[src/rtl/vcm_pkg.sv]
package vcm_pkg;
  typedef enum logic [1:0] {
    CELL_FREE = 2'd0,
    CELL_PART = 2'd1,
    CELL_OUT  = 2'd2
  } cell_st_e;
endpackage

[src/rtl/vcm_alloc.sv]
module vcm_alloc #(
  parameter int CELLS = 8,
  localparam int PTR_W = $clog2(CELLS)
) (
  input  logic [CELLS-1:0] free_vec,
  output logic             any_free,
  output logic [PTR_W-1:0] pick
);
  // lowest-numbered free slot wins
  always_comb begin
    pick = '0;
    for (int i = CELLS - 1; i >= 0; i--) begin
      if (free_vec[i]) pick = PTR_W'(i);
    end
  end
  assign any_free = |free_vec;
endmodule

[src/rtl/vcm_xlate.sv]
module vcm_xlate #(
  parameter int NQ = 4,
  parameter int LBL_W = 8,
  parameter logic [NQ*LBL_W-1:0] LABEL_MAP = '0,
  localparam int Q_W = $clog2(NQ)
) (
  input  logic [Q_W-1:0]   q_idx,
  output logic [LBL_W-1:0] label
);
  assign label = LABEL_MAP[q_idx*LBL_W +: LBL_W];
endmodule

[src/rtl/vcm_reasm.sv]
module vcm_reasm
  import vcm_pkg::*;
#(
  parameter int DATA_W    = 16,
  parameter int NUM_IN    = 2,
  parameter int VC_PER_IN = 2,
  parameter int CELLS     = 8,
  parameter int LBL_W     = 8,
  parameter int PORT_W    = 2,
  parameter int CNT_W     = 16,
  parameter int PORT_ID   = 1,
  parameter logic [NUM_IN*VC_PER_IN*LBL_W-1:0] LABEL_MAP = 32'h2211_2211,
  localparam int NQ     = NUM_IN * VC_PER_IN,
  localparam int IP_W   = $clog2(NUM_IN),
  localparam int VC_W   = $clog2(VC_PER_IN),
  localparam int Q_W    = $clog2(NQ),
  localparam int PTR_W  = $clog2(CELLS),
  localparam int OCNT_W = $clog2(CELLS + 1)
) (
  input  logic              clk,
  input  logic              rst_n,
  input  logic              in_valid,
  input  logic [PORT_W-1:0] in_oport,
  input  logic [IP_W-1:0]   in_iport,
  input  logic [VC_W-1:0]   in_vc,
  input  logic              in_eop,
  input  logic [DATA_W-1:0] in_data,
  output logic              out_valid,
  input  logic              out_ready,
  output logic [DATA_W-1:0] out_data,
  output logic [LBL_W-1:0]  out_label,
  output logic              out_eop,
  output logic [CNT_W-1:0]  drop_cnt,
  output logic [CNT_W-1:0]  pkt_cnt
);
  // shared cell pool
  cell_st_e          cst  [CELLS];
  logic [Q_W-1:0]    cown [CELLS];
  logic              ceop [CELLS];
  logic [DATA_W-1:0] cdat [CELLS];
  logic [PTR_W-1:0]  cnxt [CELLS];
  logic [CELLS-1:0]  free_vec;

  // per-queue unfinished packet lists
  logic [PTR_W-1:0]  phead [NQ];
  logic [PTR_W-1:0]  ptail [NQ];
  logic [OCNT_W-1:0] pcnt  [NQ];
  logic [NQ-1:0]     disc;

  // output FIFO list
  logic [PTR_W-1:0]  ohead, otail;
  logic [OCNT_W-1:0] ocnt, ocnt_nxt;

  logic [Q_W-1:0]    q;
  logic              for_me, any_free, accept, drop, splice, pop;
  logic [PTR_W-1:0]  fidx, ph;
  logic [OCNT_W-1:0] plen;

  for (genvar g = 0; g < CELLS; g++) begin : g_free
    assign free_vec[g] = (cst[g] == CELL_FREE);
  end

  vcm_alloc #(.CELLS(CELLS)) u_alloc (
    .free_vec(free_vec), .any_free(any_free), .pick(fidx)
  );

  vcm_xlate #(.NQ(NQ), .LBL_W(LBL_W), .LABEL_MAP(LABEL_MAP)) u_xlate (
    .q_idx(cown[ohead]), .label(out_label)
  );

  assign q      = Q_W'(in_iport) * Q_W'(VC_PER_IN) + Q_W'(in_vc);
  assign for_me = in_valid && (in_oport == PORT_W'(PORT_ID));
  assign accept = for_me && !disc[q] && any_free;
  assign drop   = for_me && !accept;
  assign splice = accept && in_eop;
  assign ph     = (pcnt[q] == '0) ? fidx : phead[q];
  assign plen   = pcnt[q] + OCNT_W'(1);

  assign out_valid = (ocnt != '0);
  assign out_data  = cdat[ohead];
  assign out_eop   = ceop[ohead];
  assign pop       = out_valid && out_ready;

  always_comb begin
    ocnt_nxt = ocnt;
    if (splice) ocnt_nxt = ocnt_nxt + plen;
    if (pop)    ocnt_nxt = ocnt_nxt - OCNT_W'(1);
  end

  // payload and link storage (no reset)
  always_ff @(posedge clk) begin
    if (accept) begin
      cdat[fidx] <= in_data;
      cown[fidx] <= q;
      ceop[fidx] <= in_eop;
      if (pcnt[q] != '0) cnxt[ptail[q]] <= fidx;
    end
    if (splice && ocnt != '0) cnxt[otail] <= ph;
  end

  always_ff @(posedge clk) begin
    if (!rst_n) begin
      for (int i = 0; i < CELLS; i++) cst[i] <= CELL_FREE;
      for (int j = 0; j < NQ; j++) begin
        phead[j] <= '0;
        ptail[j] <= '0;
        pcnt[j]  <= '0;
      end
      disc     <= '0;
      ohead    <= '0;
      otail    <= '0;
      ocnt     <= '0;
      drop_cnt <= '0;
      pkt_cnt  <= '0;
    end else begin
      for (int i = 0; i < CELLS; i++) begin
        if (pop && ohead == PTR_W'(i)) begin
          cst[i] <= CELL_FREE;
        end else if (cst[i] == CELL_PART && cown[i] == q) begin
          if (splice)    cst[i] <= CELL_OUT;
          else if (drop) cst[i] <= CELL_FREE;
        end
        if (accept && fidx == PTR_W'(i)) cst[i] <= in_eop ? CELL_OUT : CELL_PART;
      end

      if (accept) begin
        if (in_eop) begin
          pcnt[q] <= '0;
        end else begin
          if (pcnt[q] == '0) phead[q] <= fidx;
          ptail[q] <= fidx;
          pcnt[q]  <= plen;
        end
      end
      if (drop) begin
        pcnt[q]  <= '0;
        disc[q]  <= !in_eop;
        drop_cnt <= drop_cnt + CNT_W'(1);
      end

      if (pop && (!splice || ocnt != OCNT_W'(1))) ohead <= cnxt[ohead];
      if (splice) begin
        if (ocnt == '0 || (pop && ocnt == OCNT_W'(1))) ohead <= ph;
        otail <= fidx;
      end
      ocnt <= ocnt_nxt;
      if (pop && out_eop) pkt_cnt <= pkt_cnt + CNT_W'(1);
    end
  end
endmodule

[config.mk]
export PLATFORM = sky130hd
export DESIGN_NAME = vcm_reasm
export DESIGN_NICKNAME = d
export VERILOG_FILES = /design/src/rtl/vcm_pkg.sv /design/src/rtl/vcm_alloc.sv /design/src/rtl/vcm_xlate.sv /design/src/rtl/vcm_reasm.sv
export SDC_FILE = /design/constraint.sdc
export NUM_CORES = 1
export LEC_CHECK = 0
export CAP_MARGIN = 0
export CORE_MARGIN = 8
export CORE_UTILIZATION = 44
export CTS_BUF_LIST = sky130_fd_sc_hd__clkbuf_4
export CTS_CLUSTER_DIAMETER = 150
export DETAILED_ROUTE_END_ITERATION = 16
export DONT_BUFFER_PORTS = 1
export PLACE_DENSITY = 0.65
export SKIP_CTS_REPAIR_TIMING = 1
export SLEW_MARGIN = 20
export SYNTH_ARGS = -nofsm -noshare
export SYNTH_HDL_FRONTEND = slang
export SYNTH_SLANG_ARGS = --single-unit
export TNS_END_PERCENT = 10
[constraint.sdc]
create_clock -name clk -period 6.5 [get_ports clk]
set_input_delay 1.95 -clock clk [delete_from_list [all_inputs] [get_ports clk]]
set_output_delay 1.95 -clock clk [all_outputs]
set_load 0.02 [all_outputs]
After elaboration in Yosys (flattened, before gate mapping)
Memory sizes are Yosys's and may differ from the RTL's. A register that Yosys moved wholly into a read port is not among the register bits.
Cells that the tools add are included.
{ "totals": {"n_memories": 8, "ram_bits": 232, "elab_cells": 354, "register_bits": 46, "out_inout_bits": 58, "in_bits": 25} }
{ "classes": {"eq_ne": 33, "bitwise_logic": 34, "order_cmp": 2, "n_reduce_logical": 59, "n_shift": 1, "n_mux": 205, "n_addsub": 6} }
{ "mem_list": {"columns": ["name", "words", "word_bits", "read_ports", "rd_ports_with_merged_regs", "write_ports", "line_no", "source"], "rows": [
  ["cdat", 8, 16, 1, 1, 1, "vcm_reasm.sv:40", "logic [DATA_W-1:0] cdat [CELLS];"],
  ["cnxt", 8, 3, 1, 1, 2, "vcm_reasm.sv:41", "logic [PTR_W-1:0] cnxt [CELLS];"],
  ["cown", 8, 2, 9, 1, 1, "vcm_reasm.sv:38", "logic [Q_W-1:0] cown [CELLS];"],
  ["cst", 8, 2, 8, 0, 8, "vcm_reasm.sv:37", "cell_st_e cst [CELLS];"],
  ["pcnt", 4, 4, 1, 0, 4, "vcm_reasm.sv:47", "logic [OCNT_W-1:0] pcnt [NQ];"],
  ["phead", 4, 3, 1, 0, 4, "vcm_reasm.sv:45", "logic [PTR_W-1:0] phead [NQ];"],
  ["2 more memories", null, null, null, null, null, null, null]
]} }
{ "ops": {"columns": ["op", "count"], "rows": [
  ["1-bit two-way mux", 143],
  ["2-bit two-way mux", 36],
  ["3-bit two-way mux", 18],
  ["1-bit logical AND", 35],
  ["1-bit OR", 34],
  ["16-bit by 1-bit adder with 16-bit output, second input constant", 2],
  ["32-bit by 6-bit indexed part select with 8-bit output, first input constant", 1],
  ["3-bit == test, second input constant", 8],
  ["4-bit two-way mux", 5],
  ["2-bit by 1-bit == test with 1-bit output, second input constant", 9],
  ["2-bit == test", 8],
  ["2-bit zero test", 8],
  ["3-bit by 2-bit == test with 1-bit output, second input constant", 4],
  ["4-bit zero test", 2],
  ["4-bit nonzero test", 2],
  ["8-bit OR reduction", 1],
  ["3-bit by 1-bit == test with 1-bit output, second input constant", 2],
  ["3-bit zero test", 2],
  ["3-bit OR reduction", 2],
  ["4-bit by 1-bit adder with 4-bit output, second input constant", 1],
  ["4-bit adder", 1],
  ["4-bit bitwise mux", 1],
  ["4-bit by 1-bit == test with 1-bit output, second input constant", 1],
  ["1-bit zero test", 4],
  ["9 further kinds", 10]
]} }

Longest topological paths before layout
{ "depth": {"word_depth": 16, "ltp_mapped": 11, "mapped_depth_nobuf": 10} }

Hierarchy
Synthesis repeated with hierarchy kept, for this count alone.
{ "hier_totals": {"hier_cells": 882, "hier_area_um2": 12604.6} }
{ "modules_own_cells": {"columns": ["mod", "area_each_um2", "seq_area_each_um2", "n_inst", "cells_each"], "rows": [
  ["vcm_reasm", 12463.2, 7887.6, 1, 860],
  ["vcm_alloc", 81.3, 0.0, 1, 13],
  ["vcm_xlate", 60.1, 0.0, 1, 9]
]} }

Worst setup path after synthesis
Ideal clock, no wire load.
{ "synth_timing": {"path_type": "input to register", "start": "input in_vc", "end": "memory cdat[1][0] (enable)", "t_required_ns": 6.056, "slack_ns": 1.044, "setup_ns": 0.444, "arrival_time_ns": 5.012, "cell_stages": 6, "n_path_buf": 2, "cell_sequence": "buf_4 > mux2_2 > a21oi_2 > nand3_1 > buf_2 > nor4_1"} }
{ "synth_via": {"elab_chain_len": 8} }
{ "synth_lines": {"columns": ["element", "line_no", "source"], "rows": [
  ["start: declaration", "vcm_reasm.sv:25", "input logic [VC_W-1:0] in_vc,"],
  ["2-bit by 1-bit adder with 2-bit output", "vcm_reasm.sv:71", "assign q = Q_W'(in_iport) * Q_W'(VC_PER_IN) + Q_W'(in_vc);"],
  ["1-bit binary-select mux with 2-bit select", "vcm_reasm.sv:73", "assign accept = for_me && !disc[q] && any_free;"],
  ["1-bit two-way mux (implied by the code)", "vcm_reasm.sv:73", null],
  ["1-bit zero test", "vcm_reasm.sv:73", null],
  ["1-bit logical AND (2 in a row)", "vcm_reasm.sv:73", null],
  ["1-bit two-way mux", "vcm_reasm.sv:92", "if (accept) begin"],
  ["1-bit two-way mux (implied by the code)", "vcm_reasm.sv:93", "cdat[fidx] <= in_data;"],
  ["end: declaration", "vcm_reasm.sv:40", null]
]} }
No other way between the ends. The select of a mux whose other input is x is not followed.

==> metrics <==
status finished, final reports clean; Crit Path Max Fanout 32; Final Hold Violating Endpoints 0; mapped cell area 12450 µm²; Sw Pwr about 1.4 mW; WP data arrival roughly 3 ns; Slew Limit Fails 0; hold_sp otail[2]; Slew headroom 32.63%; Root Buffer clkbuf_4; worst flop-to-flop path endpoint cdat[5][15]; clock buffer depth 3; I/O pin cnt 83; via count around 7700; finished layout cell area 13780 µm²; Final nets 981; period utilisation layout 75.66%; Int Power 3.123 mW; Unique masters post-synth 64; die span in y 184.2 µm; Data required, critical path 4.55 ns; Reg power frac 47.0%; Combinational Power Share between 10% and 20%; Final TNS setup 0 ns; Worst-Skew Late Latency 0.73 ns; Max VDD drop 0.0001929 V; multi-input logic area 4277 µm²; Slew @ Worst Pin 0.9825 ns; ys async rst share 0%; global-route wire length before repair 43.41 mm; # Max-Cap Violations 0; per-cell routed wire length between 20 and 25 µm; Post-route DRC 0; Area growth syn-to-layout 10.66%; initial antenna violation count 1; vias in the first global route 7618; Critical-path top delay cell dfxtp_4; Die Wd about 180 µm; Net Sw Frac 30.54%; Inserted Clock Buffers 72; R2R Setup Slk 2.80 ns; Core Area 27860 µm²; placed inst area 12830 µm²; fmax 203.3 MHz; Routed WL ~28 mm; Syn Area/Cell roughly 14 µm²; clk_skew 0.07174 ns; routed vias/inst roughly 5.5; PnR Total Power around 4.5 mW; Worst Path Class, Setup flip-flop to output pin; Tmin final 4.918 ns; crit-path cells mux4_2 -> nand2_1 -> and2_1 -> inv_1; RSZ-0062 raised after global routing no; Pre-Repair DR Iteration Count 5; Hold Path Depth 2; Final Util between 40 and 50%; register area roughly 8000 µm²; total track usage 16.62%; clock sink count 278; share of cells above drive strength 1 21.34%; Pwr Density 326.2 nW/µm²; fillers between 2000 and 2500; TritonCTS clock tree yes; row count 61; Most used DFF post-synth edfxtp_1; Hold WC Path Type flip-flop to flip-flop; hpwl dp around 17 mm; CP bufs+invs 1; Port Buffers 0; synth warn 0; die area 33940 µm²; global route overflow 0; clock slew at reported path FFs 0.06 ns; Setup Viol. Count Final 0; largest net degree at the start of global routing 44; final RePlAce weighted congestion about 0.83; EDFF count, synth 232; worst r2r path cells 6; Initial DRC Count 589; startpoint types flip-flop; cell count after synthesis 910; CP peak stage delay 0.74 ns; CP Capture Type output pin; Hold EP otail[2]; Leak 4.755 nW; Clock Power Share 34.0%; Synth Register Bits between 200 and 300; CTS H-tree depth 3; R2R Path Start cst[0][4]; initial core utilization 44.71%; Hold Slack 0.4725 ns; sequential area share after synthesis 63.33%; Routed Antenna Nets 0; kind of cell adding the most delay to the critical path flip-flops
[how the worst max path moves through the flow]
stage | to | cells after the start | start | slack (ns)
floorplan | cdat[1][0] | 6 | in_vc | 1.04
global placement | cdat[5][6] | 6 | in_oport[1] | 1.55
detailed placement | cdat[5][4] | 6 | in_oport[1] | 1.41
CTS | out_label[1] | 4 | ohead[0] | 1.44
global route | out_eop | 3 | ohead[0] | 1.39
finish | out_label[1] | 4 | ohead[0] | 1.58
[flip-flops by register name, indices dropped and copies added, names as in the netlist, 16 cells and up]
name,count
drop_cnt,16
pkt_cnt,16
cst,16
pcnt,16
cown,16
cdat,128
cnxt,24
[through the flow]
stage	setup WS (ns)	std cells
5_1_grt	1.390	1382
6_report	1.582	1383
2_1_floorplan	1.044	913
3_5_place_dp	1.413	1251
3_3_place_gp	1.552	1251
4_1_cts	1.445	1381
[cells by family (layout without fill, tap and decap cells)]
group / after synthesis / in the layout / synth area share [%]
AND/OR/NAND/NOR: 317 / 317 / 12.28
flip-flops: 278 / 278 / 63.33
AO/OA/AOI/OAI: 95 / 95 / 4.913
multiplexers: 83 / 83 / 11.90
buffers and inverters: 75 / 165 / 2.692
XOR/XNOR: 52 / 52 / 3.888
adder cells (fa/ha/maj): 9 / 9 / 0.9645
other: 1 / 6 / 0.03011
[power groups by stage]
stage	Sequential [mW]	Clock, mW	Combinational, mW
6_report	2.11	1.53	0.855
5_1_grt	2.12	1.66	0.929
4_1_cts	2.11	1.57	0.863
3_5_place_dp	2.15	0	0.860
3_3_place_gp	2.15	0	0.855
2_1_floorplan	2.07	0	0.741
[synth_stat cells, types with 2 or more instances]
master       n  share of area, %
o22a_1       2              0.14
ha_1         8              0.80
o21ai_1      2             0.080
mux4_2      52               9.4
buf_2       10              0.40
o2111ai_1    2              0.14
o31a_1       2              0.14
buf_6        2              0.18
nor3_1      21              0.84
and3_1       6              0.30
nor4_4       2              0.34
nand3_1     14              0.56
dfxtp_1     46               7.4
inv_1       18              0.54
buf_1        4              0.12
and4_1       3              0.21
nor2_1      98               3.0
xnor2_1     29               2.0
or2_2        5              0.25
nand4b_1     5              0.35
o21ai_0     26               1.0
nand2b_1    10              0.50
o21a_1       6              0.36
nand2_1     98               3.0
mux2i_1     30               2.4
clkbuf_1    33              0.99
o31ai_1      2              0.12
o22ai_1      9              0.45
and2_1       7              0.35
edfxtp_1   232                56
a31oi_1      3              0.15
or3_1       11              0.55
nand3b_1     5              0.30
a211o_1      2              0.14
nor3_2       4              0.32
buf_4        7              0.42
a21o_1       2              0.12
nor4_1      12              0.60
nand4_1      6              0.30
o21bai_1     5              0.30
nor2b_1      5              0.25
a21oi_1     19              0.76
xor2_1      21               1.5
or4_1        2              0.12
a311oi_1     3              0.21
[cell usage in the layout, fill, tap and decap left out, types with 3 or more instances in the layout]
| cell | instances |
|---|---|
| o21a_1 | 6 |
| nand2b_1 | 10 |
| mux4_2 | 52 |
| and3_1 | 6 |
| nand2_1 | 98 |
| edfxtp_1 | 232 |
| nor2_2 | 3 |
| nand4_1 | 6 |
| xor2_1 | 21 |
| o22ai_1 | 9 |
| conb_1 | 4 |
| or3_1 | 11 |
| buf_4 | 16 |
| or2_2 | 5 |
| xnor2_1 | 29 |
| a21oi_1 | 19 |
| nand4b_1 | 5 |
| nand3_1 | 14 |
| dfxtp_1 | 44 |
| clkinv_2 | 9 |
| ha_1 | 8 |
| nor3_2 | 8 |
| o21bai_1 | 5 |
| nor3_1 | 17 |
| nor2_1 | 95 |
| inv_1 | 18 |
| a311oi_1 | 3 |
| nand3b_1 | 5 |
| o21ai_0 | 26 |
| a31oi_1 | 3 |
| clkbuf_4 | 105 |
| clkinv_1 | 10 |
| and2_1 | 7 |
| and4_1 | 3 |
| mux2i_1 | 30 |
| nor4_1 | 11 |
| nor2b_1 | 5 |
[area by class of cell]
| cell class | instances | area share [%] |
|---|---|---|
| clock inverters | 25 | 1.126 |
| well taps | 378 | 3.432 |
| multi-input cells | 560 | 31.03 |
| diodes | 2 | 0.03631 |
| flip-flops and latches | 278 | 57.27 |
| inverters | 19 | 0.5175 |
| clock buffers | 105 | 5.719 |
| repair buffers | 16 | 0.8715 |
[metal layers]
layer	wire length [µm]	GRT usage, %	up-vias
met3	2409	4.942	63
met4	669	6.486	0
met2	13390	26.90	304
met1	11490	20.74	3779
li1	-	-	3518
met5	0	0	-
[tightest hold or removal path, delay by kind of cell (launching register included)]
family	cells	cell delay (ns)
flip-flops	1	0.32
AND/OR/NAND/NOR	1	0.06
AO/OA/AOI/OAI	1	0.05
Power figures use the tool's default switching activity.
